`src/rtl/gcirq_pkg.sv`:
```
package gcirq_pkg;
  localparam int unsigned DEF_PW    = 8;
  localparam int unsigned DEF_NPORT = 2;
endpackage

```
`src/rtl/gcirq_prime.sv`:
```
// Marks the first clock after reset so snapshots load from the pins.
module gcirq_prime (
  input  logic clk_i,
  input  logic rst_ni,
  output logic primed_o
);
  always_ff @(posedge clk_i or negedge rst_ni) begin
    if (!rst_ni) primed_o <= 1'b0;
    else         primed_o <= 1'b1;
  end
endmodule

```
`src/rtl/gcirq_port_mon.sv`:
```
module gcirq_port_mon #(
  parameter int unsigned PW = 8
) (
  input  logic          clk_i,
  input  logic          rst_ni,
  input  logic          primed_i,
  input  logic          rd_i,
  input  logic [PW-1:0] pin_i,
  input  logic [PW-1:0] dir_i,
  output logic          req_o
);
  logic [PW-1:0] snap_q;
  logic [PW-1:0] diff;

  always_ff @(posedge clk_i or negedge rst_ni) begin
    if (!rst_ni)                snap_q <= '0;
    else if (!primed_i || rd_i) snap_q <= pin_i;
  end

  // output-direction pins are masked out
  assign diff  = (pin_i ^ snap_q) & dir_i;
  assign req_o = primed_i & ~rd_i & (|diff);
endmodule

```
`src/rtl/gcirq_merge.sv`:
```
module gcirq_merge #(
  parameter int unsigned NPORT = 2
) (
  input  logic             clk_i,
  input  logic             rst_ni,
  input  logic [NPORT-1:0] req_i,
  output logic             drive_o
);
  always_ff @(posedge clk_i or negedge rst_ni) begin
    if (!rst_ni) drive_o <= 1'b0;
    else         drive_o <= |req_i;
  end
endmodule

```
`src/rtl/gpio_chg_irq.sv`:
```
module gpio_chg_irq
  import gcirq_pkg::*;
#(
  parameter int unsigned PW    = DEF_PW,
  parameter int unsigned NPORT = DEF_NPORT
) (
  input  logic                clk_i,
  input  logic                rst_ni,
  input  logic [NPORT*PW-1:0] pin_lvl_i,
  input  logic [NPORT*PW-1:0] dir_in_i,
  input  logic [NPORT-1:0]    rd_port_i,
  output logic                irq_drive_o
);
  localparam int unsigned NPIN = NPORT * PW;

  logic             primed_q;
  logic [NPORT-1:0] port_req;
  logic [NPIN-1:0]  pin_w;

  assign pin_w = pin_lvl_i;

  gcirq_prime u_prime (
    .clk_i    (clk_i),
    .rst_ni   (rst_ni),
    .primed_o (primed_q)
  );

  for (genvar p = 0; p < NPORT; p++) begin : g_port
    gcirq_port_mon #(.PW(PW)) u_mon (
      .clk_i    (clk_i),
      .rst_ni   (rst_ni),
      .primed_i (primed_q),
      .rd_i     (rd_port_i[p]),
      .pin_i    (pin_w[p*PW +: PW]),
      .dir_i    (dir_in_i[p*PW +: PW]),
      .req_o    (port_req[p])
    );
  end

  gcirq_merge #(.NPORT(NPORT)) u_merge (
    .clk_i   (clk_i),
    .rst_ni  (rst_ni),
    .req_i   (port_req),
    .drive_o (irq_drive_o)
  );
endmodule

```
`config.mk`:
```
export PLATFORM = sky130hd
export DESIGN_NAME = gpio_chg_irq
export DESIGN_NICKNAME = d
export VERILOG_FILES = /design/src/rtl/gcirq_pkg.sv /design/src/rtl/gcirq_prime.sv /design/src/rtl/gcirq_port_mon.sv /design/src/rtl/gcirq_merge.sv /design/src/rtl/gpio_chg_irq.sv
export SDC_FILE = /design/constraint.sdc
export NUM_CORES = 1
export LEC_CHECK = 0
export BUFFER_PORTS_ARGS = -buffer_cell sky130_fd_sc_hd__buf_2
export CORE_UTILIZATION = 46
export CTS_BUF_LIST = sky130_fd_sc_hd__clkbuf_8 sky130_fd_sc_hd__clkbuf_16
export DETAILED_ROUTE_END_ITERATION = 6
export PLACE_DENSITY = 0.83
export SETUP_SLACK_MARGIN = 0.02
export SYNTH_ARGS = -nofsm -noshare
export SYNTH_HDL_FRONTEND = slang
export SYNTH_SLANG_ARGS = --single-unit
```
`constraint.sdc`:
```
create_clock -name clk_i -period 1.15 [get_ports clk_i]
set_input_delay 0.115 -clock clk_i [delete_from_list [all_inputs] [get_ports clk_i]]
set_output_delay 0.115 -clock clk_i [all_outputs]
set_load 0.005 [all_outputs]
```
==> results.yml <==
power:
  total_power_mw: 1.51
  power_density_mw_per_mm2: 1230
  p_leak_nw: 0.611
  ir_drop_uv: 759
timing:
  skew_ns: 0.000455
  drv_slew: 0
  fin_ws_ns: 0.0323
  finalCritPeriodShare: 0.972
  rsz0062_at_grt: "yes"
  tns_ns: 0
  finalHoldViolCount: 0
  layout_min_cycle_time_ns: 1.12
  setup_viol: 0
  max_freq_ghz: 0.895
critical_path:
  cp-startpoint: "u_prime.primed_o"
  cp-start-kind: "flip-flop"
  slowest_delay_ns: 0.44
  crit_family: "flip-flops"
  cp.arrival_ns: 1.26
  setup.worst_path.end: "g_port[0].u_mon.snap_q[1]"
  worstPathRequired_ns: 1.29
  crit_chain: "nand2b_4 -> buf_12 -> mux2_2"
  endpoint_kind: "flip-flop"
  timing.rr.start: "u_prime.primed_o"
  cp_max_fo: 5
  slowest_stage: "dfrtp_1"
  worst_r2r_endpoint: "g_port[0].u_mon.snap_q[1]"
  reg2reg_depth: 3
  reg2reg_slack_ns: 0.03
  worstSetupPathType: "reg -> reg"
  cp.depth: 3
  path_buf_inv: 1
detailed_routing:
  dr.pass1.iters: 4
  drt_iter0_drc: 10
  routed-via-count: 649
  post_drt_wl_per_cell_um: 12.8
  drc_errors: 0
  detail-route-antenna-nets: 0
  vias_per_cell: 4.92
  drt-total-wl_mm: 1.69
floorplanning:
  coreArea_mm2: 0.00176
  dieHeight_um: 46.1
  ioPinCount: 37
  dieArea_mm2: 0.00212
  die_x_um: 46.1
  start_util: 0.506
  num_rows: 15
global_routing:
  met3_usage: 0.0353
  use_met1: 0.184
  busiest_layer: "met2"
  antenna_found_initial: 0
  grt_pass1_wl_mm: 2.54
  track_usage: 0.176
  grt_overflow: 0
  grt_pass1_vias: 687
  met2_usage: 0.327
  grt_max_degree: 19
clock_network:
  clock-sinks: 18
  path_clk_slew_ns: 0.07
  cts_setup_buffers: 0
  cts_tree: "built"
  root_buffer: "clkbuf_8"
  clockBufferDepth: 2
  htreeDepth: 1
  cts_buffers: 3
  clk_latency_ns: 0.25
placed_design:
  dpl_worst_slack_ns: -0.0330
  place_area_mm2: 0.00110
  place.gp.congestion: 0.683
  dpl.hpwl_mm: 1.26
  io_buffers: 36
cells_and_area:
  design_area_mm2: 0.00122
  drive_above_1_share: 0.570
  antenna_cells: 0
  final_nets: 144
  area_growth_pct: 37.0
  n_fill_cell: 152
yosys:
  ys_seq_area_frac: 0.504
  syn_nets: 102
  yosys_register_bits: 18
  synthDistinctLibCells: 9
  yosysWarnings: 0
  postSynthCellCount: 66
  syn_area_per_cell_um2: 13.5
  netlist_area_um2: 893
job:
  maxCapViolCount: 0
min_path:
  hold_start: "pin_lvl_i[4]"
  hp-class: "in -> reg"
outcome:
  status: "finished, final reports clean"
[cells in the final DEF (no fill, tap or decap)]
master         instances
xor2_1                16
buf_2                 36
a41o_1                 2
dlygate4sd3_1          1
mux2_2                13
clkbuf_16              1
mux2_4                 3
nand2_1                1
clkbuf_8               4
buf_12                 1
dfrtp_1               18
nand2b_4               2
conb_1                 1
a22oi_1                7
a22oi_2                1
[area by class of cell]
class | instances | area, um^2 | area share
multi-input cells | 46 | 452 | 0.369
flip-flops and latches | 18 | 450 | 0.368
repair buffers | 39 | 235 | 0.192
clock buffers | 4 | 55.1 | 0.0450
well taps | 25 | 31.3 | 0.0256
[per-stage QoR]
| step | utilization | instances | hold slack [ns] |
|---|---|---|---|
| 3_5_place_dp | 0.625 | 126 | 0.0658 |
| 4_1_cts | 0.663 | 131 | 0.112 |
| 3_3_place_gp | 0.625 | 126 | 0.0616 |
| 5_1_grt | 0.694 | 132 | 0.114 |
| 2_1_floorplan | - | 66 | -0.181 |
| 6_report | 0.694 | 132 | 0.116 |
[metal layers]
layer	part of all wire	up-vias
met5	0	-
met4	0.018	0
met3	0.071	5
met2	0.49	31
met1	0.42	298
li1	-	315
[cell usage after synthesis]
master | count | area, um^2
dfrtp_1 | 18 | 450
nand2b_1 | 2 | 12.5
a41o_1 | 2 | 20.0
mux2_2 | 16 | 180
xor2_1 | 16 | 140
buf_6 | 2 | 22.5
conb_1 | 1 | 3.75
nand2_1 | 1 | 3.75
a22oi_1 | 8 | 60.1
[cells by family (layout without fill, tap and decap cells)]
group                  after synthesis  in the layout  share of synthesized area
AND/OR/NAND/NOR                      3              3                     0.0182
other                                1              1                    0.00420
XOR/XNOR                            16             16                      0.157
multiplexers                        16             16                      0.202
flip-flops                          18             18                      0.504
AO/OA/AOI/OAI                       10             10                     0.0896
buffers and inverters                2             43                     0.0252
[sequential cells by signal, summed over array words and instances, names as in the netlist]
name and count:
g_port.u_mon.snap_q 16, u_merge.drive_o 1, u_prime.primed_o 1
[what timing repair did]
| action | 4_1_cts | 5_1_grt |
|---|---|---|
| pin swaps | 0 | 10 |
| hold endpoints to repair | 18 | 0 |
| setup endpoints to repair | 9 | 9 |
| cloned | 0 | 1 |
| hold buffers | 1 | 0 |
| gates resized for setup | 1 | 6 |
[worst min path at each step]
| stage | slack [ns] | depth (start not counted) | end |
|---|---|---|---|
| 5_1_grt | 0.11 | 2 | g_port[0].u_mon.snap_q[4] |
| 2_1_floorplan | -0.18 | 0 | g_port[0].u_mon.snap_q[0] |
| 3_3_place_gp | 0.06 | 1 | g_port[1].u_mon.snap_q[7] |
| 3_5_place_dp | 0.07 | 1 | g_port[1].u_mon.snap_q[5] |
| 4_1_cts | 0.11 | 2 | g_port[0].u_mon.snap_q[4] |
| 6_report | 0.12 | 2 | g_port[0].u_mon.snap_q[4] |
[report_power, final]
part / internal (mW) / switching, mW
registers: 0.687 / 0.0362
logic: 0.169 / 0.107
clock network: 0.304 / 0.206
Power figures use the tool's default switching activity.
